[config.mk]
export PLATFORM = sky130hd
export DESIGN_NAME = bbx_translator
export DESIGN_NICKNAME = d
export VERILOG_FILES = /design/src/rtl/bbx_pkg.sv /design/src/rtl/bbx_regs.sv /design/src/rtl/bbx_seg_decode.sv /design/src/rtl/bbx_bound_check.sv /design/src/rtl/bbx_translator.sv
export SDC_FILE = /design/constraint.sdc
export NUM_CORES = 1
export LEC_CHECK = 0
export BUFFER_PORTS_ARGS = -buffer_cell sky130_fd_sc_hd__buf_4
export CAP_MARGIN = 20
export CORE_AREA = 3 3 164 166
export DETAILED_ROUTE_END_ITERATION = 6
export DIE_AREA = 0 0 167 169
export PLACE_DENSITY_LB_ADDON = 0.15
export SLEW_MARGIN = 30
export SYNTH_ARGS = -nofsm -noshare
export SYNTH_HDL_FRONTEND = slang
export SYNTH_HIERARCHICAL = 1
export SYNTH_SLANG_ARGS = --single-unit
[constraint.sdc]
create_clock -name clk -period 5.3 [get_ports clk]
set_input_delay 1.06 -clock clk [delete_from_list [all_inputs] [get_ports clk]]
set_output_delay 1.06 -clock clk [all_outputs]
set_load 0.03 [all_outputs]
[src/rtl/bbx_pkg.sv]
package bbx_pkg;

   localparam int VA_W        = 32;
   localparam int REGION_N    = 8;
   localparam int REGION_BITS = 3;
   localparam int SEL_W       = 3;

   typedef enum logic [1:0] {
      ACC_FETCH = 2'd0,
      ACC_LOAD  = 2'd1,
      ACC_STORE = 2'd2,
      ACC_RSVD  = 2'd3
   } acc_kind_e;

   typedef enum logic [1:0] {
      SEG_USER      = 2'd0,
      SEG_KCACHED   = 2'd1,
      SEG_KUNCACHED = 2'd2,
      SEG_KDIRECT   = 2'd3
   } seg_e;

   localparam logic [SEL_W-1:0] SEL_IBASE  = 3'd0;
   localparam logic [SEL_W-1:0] SEL_IBOUND = 3'd1;
   localparam logic [SEL_W-1:0] SEL_DBASE  = 3'd2;
   localparam logic [SEL_W-1:0] SEL_DBOUND = 3'd3;
   localparam logic [SEL_W-1:0] SEL_ATTR   = 3'd4;

   // Segment class from the three top address bits.
   function automatic seg_e seg_of(input logic [REGION_BITS-1:0] top);
      seg_e s;
      if (!top[2])            s = SEG_USER;
      else if (top == 3'b100) s = SEG_KCACHED;
      else if (top == 3'b101) s = SEG_KUNCACHED;
      else                    s = SEG_KDIRECT;
      return s;
   endfunction

endpackage

[src/rtl/bbx_regs.sv]
module bbx_regs
   import bbx_pkg::*;
#(
   parameter int PA_W   = 32,
   parameter int ATTR_W = 2
)(
   input  logic                          clk,
   input  logic                          rst_n,
   input  logic                          we,
   input  logic [SEL_W-1:0]              sel,
   input  logic [VA_W-1:0]               wdata,
   output logic [PA_W-1:0]               ibase,
   output logic [VA_W-1:0]               ibound,
   output logic [PA_W-1:0]               dbase,
   output logic [VA_W-1:0]               dbound,
   output logic [REGION_N*ATTR_W-1:0]    attr_map
);

   localparam int MAP_W  = REGION_N * ATTR_W;
   localparam int PAIR_N = 2;

   logic [PA_W-1:0] base_q  [PAIR_N];
   logic [VA_W-1:0] bound_q [PAIR_N];

   // Pair 0 serves fetches, pair 1 serves data references.
   for (genvar p = 0; p < PAIR_N; p++) begin : g_pair
      localparam logic [SEL_W-1:0] SEL_B = (p == 0) ? SEL_IBASE  : SEL_DBASE;
      localparam logic [SEL_W-1:0] SEL_L = (p == 0) ? SEL_IBOUND : SEL_DBOUND;
      always_ff @(posedge clk or negedge rst_n) begin
         if (!rst_n) begin
            base_q[p]  <= '0;
            bound_q[p] <= '0;
         end else if (we) begin
            if (sel == SEL_B) base_q[p]  <= wdata[PA_W-1:0];
            if (sel == SEL_L) bound_q[p] <= wdata;
         end
      end
   end

   always_ff @(posedge clk or negedge rst_n) begin
      if (!rst_n)                       attr_map <= '0;
      else if (we && sel == SEL_ATTR)   attr_map <= wdata[MAP_W-1:0];
   end

   if (MAP_W < VA_W) begin : g_spare_map
      logic unused_map_bits;
      assign unused_map_bits = ^wdata[VA_W-1:MAP_W];
   end
   if (PA_W < VA_W) begin : g_spare_base
      logic unused_base_bits;
      assign unused_base_bits = ^wdata[VA_W-1:PA_W];
   end

   assign ibase  = base_q[0];
   assign ibound = bound_q[0];
   assign dbase  = base_q[1];
   assign dbound = bound_q[1];

   // selector codes above the table select leave every register untouched
   assert_ignore_sel_R11: assert property (@(posedge clk) disable iff (!rst_n)
      (we && sel > SEL_ATTR) |=> ($stable(attr_map) && $stable(ibase) && $stable(ibound)
                                  && $stable(dbase) && $stable(dbound)));

endmodule

[src/rtl/bbx_seg_decode.sv]
module bbx_seg_decode
   import bbx_pkg::*;
#(
   parameter int ATTR_W = 2
)(
   input  logic [VA_W-1:0]            vaddr,
   input  logic [REGION_N*ATTR_W-1:0] attr_map,
   output seg_e                       seg,
   output logic [ATTR_W-1:0]          region_attr
);

   logic [REGION_BITS-1:0] region;

   assign region = vaddr[VA_W-1 -: REGION_BITS];
   assign seg    = seg_of(region);

   always_comb begin
      region_attr = '0;
      for (int r = 0; r < REGION_N; r++) begin
         if (region == REGION_BITS'(r)) region_attr = attr_map[r*ATTR_W +: ATTR_W];
      end
   end

endmodule

[src/rtl/bbx_bound_check.sv]
module bbx_bound_check
   import bbx_pkg::*;
#(
   parameter bit INCLUSIVE = 1'b1
)(
   input  logic [VA_W-1:0] vaddr,
   input  logic [VA_W-1:0] bound,
   output logic            in_bounds
);

   if (INCLUSIVE) begin : g_incl
      assign in_bounds = (vaddr <= bound);
   end else begin : g_excl
      assign in_bounds = (vaddr < bound);
   end

endmodule

[src/rtl/bbx_translator.sv]
module bbx_translator
   import bbx_pkg::*;
#(
   parameter int PA_W            = 32,
   parameter int ATTR_W          = 2,
   parameter bit BOUND_INCLUSIVE = 1'b1
)(
   input  logic               clk,
   input  logic               rst_n,
   input  logic               reg_we,
   input  logic [2:0]         reg_sel,
   input  logic [31:0]        reg_wdata,
   input  logic               req_valid,
   input  logic [1:0]         req_kind,
   input  logic               req_user,
   input  logic [31:0]        req_vaddr,
   output logic               rsp_valid,
   output logic [PA_W-1:0]    rsp_paddr,
   output logic [ATTR_W-1:0]  rsp_attr,
   output logic               rsp_fault,
   output logic [31:0]        bad_vaddr
);

   localparam int MAP_W   = REGION_N * ATTR_W;
   localparam int KOFF_W  = VA_W - REGION_BITS;

   if (PA_W < KOFF_W || PA_W > VA_W) begin : g_bad_pa
      $error("bbx_translator: PA_W must lie between %0d and %0d", KOFF_W, VA_W);
   end
   if (ATTR_W < 2 || MAP_W > VA_W) begin : g_bad_attr
      $error("bbx_translator: ATTR_W must fit the policy codes and the write port");
   end

   logic [PA_W-1:0]   ibase, dbase;
   logic [VA_W-1:0]   ibound, dbound;
   logic [MAP_W-1:0]  attr_map;

   bbx_regs #(.PA_W(PA_W), .ATTR_W(ATTR_W)) u_regs (
      .clk      (clk),
      .rst_n    (rst_n),
      .we       (reg_we),
      .sel      (reg_sel),
      .wdata    (reg_wdata),
      .ibase    (ibase),
      .ibound   (ibound),
      .dbase    (dbase),
      .dbound   (dbound),
      .attr_map (attr_map)
   );

   seg_e              seg;
   logic [ATTR_W-1:0] region_attr;

   bbx_seg_decode #(.ATTR_W(ATTR_W)) u_seg (
      .vaddr       (req_vaddr),
      .attr_map    (attr_map),
      .seg         (seg),
      .region_attr (region_attr)
   );

   logic            is_fetch;
   logic [PA_W-1:0] use_base;
   logic [VA_W-1:0] use_bound;
   logic            in_bounds;

   assign is_fetch  = (acc_kind_e'(req_kind) == ACC_FETCH);
   assign use_base  = is_fetch ? ibase  : dbase;
   assign use_bound = is_fetch ? ibound : dbound;

   bbx_bound_check #(.INCLUSIVE(BOUND_INCLUSIVE)) u_bound (
      .vaddr     (req_vaddr),
      .bound     (use_bound),
      .in_bounds (in_bounds)
   );

   logic [VA_W-1:0]   va_cleared;
   logic [PA_W-1:0]   pa_reloc;
   logic [PA_W-1:0]   nx_paddr;
   logic [ATTR_W-1:0] nx_attr;
   logic              nx_fault;

   assign va_cleared = {{REGION_BITS{1'b0}}, req_vaddr[KOFF_W-1:0]};
   assign pa_reloc   = req_vaddr[PA_W-1:0] + use_base;

   always_comb begin
      nx_paddr = '0;
      nx_attr  = '0;
      nx_fault = 1'b0;
      unique case (seg)
         SEG_USER: begin
            nx_fault = !in_bounds;
            nx_paddr = pa_reloc;
            nx_attr  = region_attr;
         end
         SEG_KCACHED: begin
            nx_fault = req_user;
            nx_paddr = va_cleared[PA_W-1:0];
            nx_attr  = region_attr;
         end
         SEG_KUNCACHED: begin
            nx_fault = req_user;
            nx_paddr = va_cleared[PA_W-1:0];
            nx_attr  = '0;
         end
         default: begin
            nx_fault = req_user;
            nx_paddr = req_vaddr[PA_W-1:0];
            nx_attr  = region_attr;
         end
      endcase
      if (nx_fault || !req_valid) begin
         nx_paddr = '0;
         nx_attr  = '0;
      end
      if (!req_valid) nx_fault = 1'b0;
   end

   always_ff @(posedge clk or negedge rst_n) begin
      if (!rst_n) begin
         rsp_valid <= 1'b0;
         rsp_paddr <= '0;
         rsp_attr  <= '0;
         rsp_fault <= 1'b0;
         bad_vaddr <= '0;
      end else begin
         rsp_valid <= req_valid;
         rsp_paddr <= nx_paddr;
         rsp_attr  <= nx_attr;
         rsp_fault <= nx_fault;
         if (nx_fault) bad_vaddr <= req_vaddr;
      end
   end

   // every request is answered on the following edge
   assert_latency_R2: assert property (@(posedge clk) disable iff (!rst_n)
      req_valid |=> rsp_valid);

   // an empty response slot carries no fault and no address
   assert_idle_quiet_R2: assert property (@(posedge clk) disable iff (!rst_n)
      !rsp_valid |-> (!rsp_fault && rsp_paddr == '0 && rsp_attr == '0));

   // user mode can never reach the upper half
   assert_user_kernel_R9: assert property (@(posedge clk) disable iff (!rst_n)
      (req_valid && req_user && req_vaddr[VA_W-1]) |=> rsp_fault);

   // the uncached kernel window ignores the policy table
   assert_kseg_uncached_R7: assert property (@(posedge clk) disable iff (!rst_n)
      (req_valid && !req_user && req_vaddr[VA_W-1 -: REGION_BITS] == 3'b101)
         |=> (!rsp_fault && rsp_attr == '0));

   // the latched address belongs to the fault being shown
   assert_bad_capture_R10: assert property (@(posedge clk) disable iff (!rst_n)
      rsp_fault |-> (bad_vaddr == $past(req_vaddr)));

   // without a fault the latched address holds
   assert_bad_hold_R10: assert property (@(posedge clk) disable iff (!rst_n)
      !rsp_fault |-> $stable(bad_vaddr));

endmodule

==> summary.md <==
| Metric | Value |
|---|---|
| Async S/R FF share, synth | `100%` |
| CP startpoint kind | `input port` |
| Clk sinks | `~210` |
| Total GRT Usage | `20.7%` |
| Starting Density | `around 44%` |
| FF-to-FF End | `rsp_paddr[24]$_DFF_PN0_` |
| Pin count of the biggest net entering global routing | `110` |
| Worst rel slew slack | `between 40% and 50%` |
| Dominant cells by area after synthesis | `dfrtp_1 (47%), mux2_2 (18%), ha_1 (7.9%)` |
| Post-synthesis average cell area | `about 12 sq um` |
| Post-CTS setup buffers | `0` |
| Core ar. | `~26,000 sq um` |
| Hold Crit Class | `flip-flop to flip-flop` |
| Largest stage delay on the critical path | `about 0.73 ns` |
| Diodes inserted | `0` |
| Port bufs | `141` |
| Max Cap Viol | `0` |
| First-pass GRT wire length | `about 47 mm` |
| Register Area | `approximately 5300 sq um` |
| HPWL Detailed | `20.7 mm` |
| Hold path depth | `2` |
| Placed cell count | `1,433` |
| Initial antenna violation count | `0` |
| Post-DR wirelength/cell | `between 15 and 20 um` |
| CP arrival | `between 4 and 5 ns` |
| Top-area cell type share of the netlist area | `46.5%` |
| Htree depth | `1` |
| Reg-to-reg setup timing slack | `1.99 ns` |
| Clk slew on worst S/H paths | `0.06 ns` |
| Peak VDD IR | `around 0.00024 V` |
| Synth cell types | `between 70 and 80` |
| Worst slew pin tran | `about 0.83 ns` |
| Yosys warns | `6` |
| Sequential-to-total area share from yosys stat | `46.5%` |
| Final Cycle Share | `around four fifths` |
| Critical-path maximum fanout | `13` |
| Die extent in y | `169 um` |
| Final Slew Violations | `0` |
| First-pass DRT Iterations | `5` |
| Area grow syn2layout | `19.7%` |
| Vias in the first global route | `about 8,000` |
| Cell taking the most area after synthesis | `dfrtp_1` |
| Clk_skew | `0.00875 ns` |
| Vias/cell | `between 5 and 6` |
| Util after Layout | `between 50% and 60%` |
| Clock buffer count from CTS | `25` |
| Fillers | `2,293` |
| Worst EP required | `~5.8 ns` |
| Cts-stage hold buffer count | `0` |
| First DRT Iteration DRCs | `between 400 and 500` |
| Most used cell, CP | `buf_4` |
| RR Startpoint | `u_regs/ibound[13]$_DFFE_PN0P_` |
| RD Place Congestion | `roughly 0.84` |
| Leak pwr | `approximately 6.4 nW` |
| Worst Reg-to-Reg Cells | `12` |
| Via count | `around 8,000` |
| EDFF count, synth | `0` |
| Syn nets | `~1,100` |
| GR Overflow Total | `0` |
| RSZ-0062 raised after global routing | `false` |
| Row count | `slightly below 60` |
| Skew-Pair Late Insertion Delay | `approximately 0.52 ns` |
| Crit. End Element | `flip-flop` |
| Power Dens Cells | `a little over 400 nW/um^2` |
| CP top delay family | `simple AND/OR/NAND/NOR gates` |
| #FFs+latches synth | `approximately 210` |
| Layout Cells excl Fill | `between 1,000 and 1,500` |
| Die Wd | `between 150 and 200 um` |
| FMAX | `233 MHz` |
| DRC | `0` |
| Primary FF master, synth | `dfrtp_1` |
| Fin Setup TNS | `0 ns` |
| WS Path Type | `input port to flip-flop` |
| Final Net Count | `between 1,000 and 1,500` |
| Clock root cell | `clkbuf_16` |
| Setup-failing EPs final | `0` |
| CP Buf/Inv Count | `4` |
| Cts repair resizes | `0` |
| Clock Path Buffers | `3` |
| Antenna-violating nets left | `0` |
| Hold endpoint | `bad_vaddr[28]$_DFFE_PN0P_` |
| Layout cells sized above 1 | `36.1%` |
| Slowest cell on crit path | `nor4_1` |
| Ports | `around 140` |
| CTS tree | `done` |
| Die area | `28,200 sq um` |
| Cells after Synth | `around 980` |
| Hold path start | `bad_vaddr[28]$_DFFE_PN0P_` |
| WL final | `between 20 and 30 mm` |
| Final Hold Slack | `0.472 ns` |
| Netlist Area Pre-Place | `roughly 11,000 sq um` |
| Time the worst path needs with I/O delays and setup | `between 4 and 5 ns` |
| Final Hold Vio Count | `0` |
| Outcome | `finished, final reports clean` |
| Cells along the critical path | `buf_4, nor2_4, buf_4, mux2_2, inv_1, ha_1, nand4_1, nor4_1, nand4_1, o21ai_1, nand2_1, o21ai_0, and3_1, buf_4, a22o_1` |
| Multi-input gate area | `between 5000 and 6000 sq um` |
==> cell families (layout without fill, tap and decap cells) <==
family	count (synthesis)	count (layout)	synth area share (%)
AO/OA/AOI/OAI	145	145	9.27
XOR/XNOR	27	27	2.07
adder cells (fa/ha/maj)	73	73	8.08
buffers and inverters	84	248	3.71
flip-flops	212	212	46.5
multiplexers	213	213	21.3
AND/OR/NAND/NOR	223	223	9.07
==> worst max-delay path by stage <==
stage	startpoint	end	cells after the start	slack (ns)
6_report	req_kind[1]	rsp_paddr[24]$_DFF_PN0_	15	1.00
5_1_grt	req_kind[1]	rsp_paddr[31]$_DFF_PN0_	16	0.88
4_1_cts	req_kind[1]	rsp_paddr[31]$_DFF_PN0_	16	1.02
3_5_place_dp	req_kind[1]	rsp_paddr[31]$_DFF_PN0_	16	0.48
3_3_place_gp	req_kind[1]	bad_vaddr[14]$_DFFE_PN0P_	16	0.51
2_1_floorplan	req_kind[1]	rsp_paddr[30]$_DFF_PN0_	14	1.02
==> synthesized netlist by cell type (13+ instances only) <==
library cell and instances:
dfrtp_1 212, mux2_2 184, nand2_1 133, ha_1 72, inv_1 42, a21oi_1 37, nor2_1 30, mux2_1 23
clkbuf_1 17, a22o_1 15, o21ai_0 15, xnor2_1 15, a22oi_1 13
==> worst min-delay path, cell delays in order, from the launching register on <==
cell     delay, ns
dfrtp_1       0.34
nand2_1       0.05
nand2_1       0.05
==> state kept, by name (all words and copies together) (netlist names) <==
name	flops
u_regs/dbase	32
rsp_valid	1
rsp_paddr	32
rsp_attr	2
u_regs/ibound	32
u_regs/dbound	32
rsp_fault	1
u_regs/ibase	32
bad_vaddr	32
u_regs/attr_map	16
==> placed cells by master, fill, tap and decap left out, types with 4 or more instances in the layout <==
| cell | instances |
|---|---|
| nand2b_1 | 4 |
| nand4_1 | 10 |
| inv_1 | 42 |
| clkbuf_8 | 6 |
| nand3_1 | 10 |
| nand2_1 | 133 |
| o21ai_0 | 15 |
| nor2_1 | 30 |
| mux2i_1 | 4 |
| dfrtp_1 | 212 |
| clkbuf_1 | 4 |
| a22o_1 | 15 |
| xor2_1 | 12 |
| nor3_1 | 7 |
| o211ai_1 | 5 |
| ha_1 | 72 |
| buf_4 | 158 |
| mux2_1 | 23 |
| xnor2_1 | 15 |
| clkbuf_16 | 25 |
| a21oi_1 | 37 |
| o21a_1 | 10 |
| a21o_1 | 4 |
| a211oi_1 | 5 |
| mux2_2 | 184 |
| clkinv_2 | 5 |
| a22oi_1 | 13 |
| and3_1 | 4 |
| a31oi_1 | 6 |
==> per-layer routing <==
layer,wire (um),share of wire (%),track usage (%)
met5,0,0,0
met1,13300,45,28.4
met2,14000,48,34.7
met4,649,2.2,5.20
met3,1490,5.1,3.01
==> area by class of cell <==
cell class              instances  area share [%]
multi-input cells             681            41.9
inverters                      42            1.16
clock inverters                 9           0.422
well taps                     335            3.07
repair buffers                163            9.32
clock buffers                  34            5.20
flip-flops and latches        212            38.9
==> through the flow <==
stage	power [mW]	setup slack, ns	cell area [sq um]
global route	5.82	0.879	13600
CTS	5.54	1.02	13600
floorplan	3.36	1.02	11400
global placement	3.89	0.507	12900
detailed placement	3.92	0.478	12900
finish	5.49	1.00	13600
==> power breakdown <==
part	switching (mW)	internal (mW)
clock network	0.668	0.934
logic	0.977	0.818
registers	0.156	1.94
(Power assumes the default switching activity.)
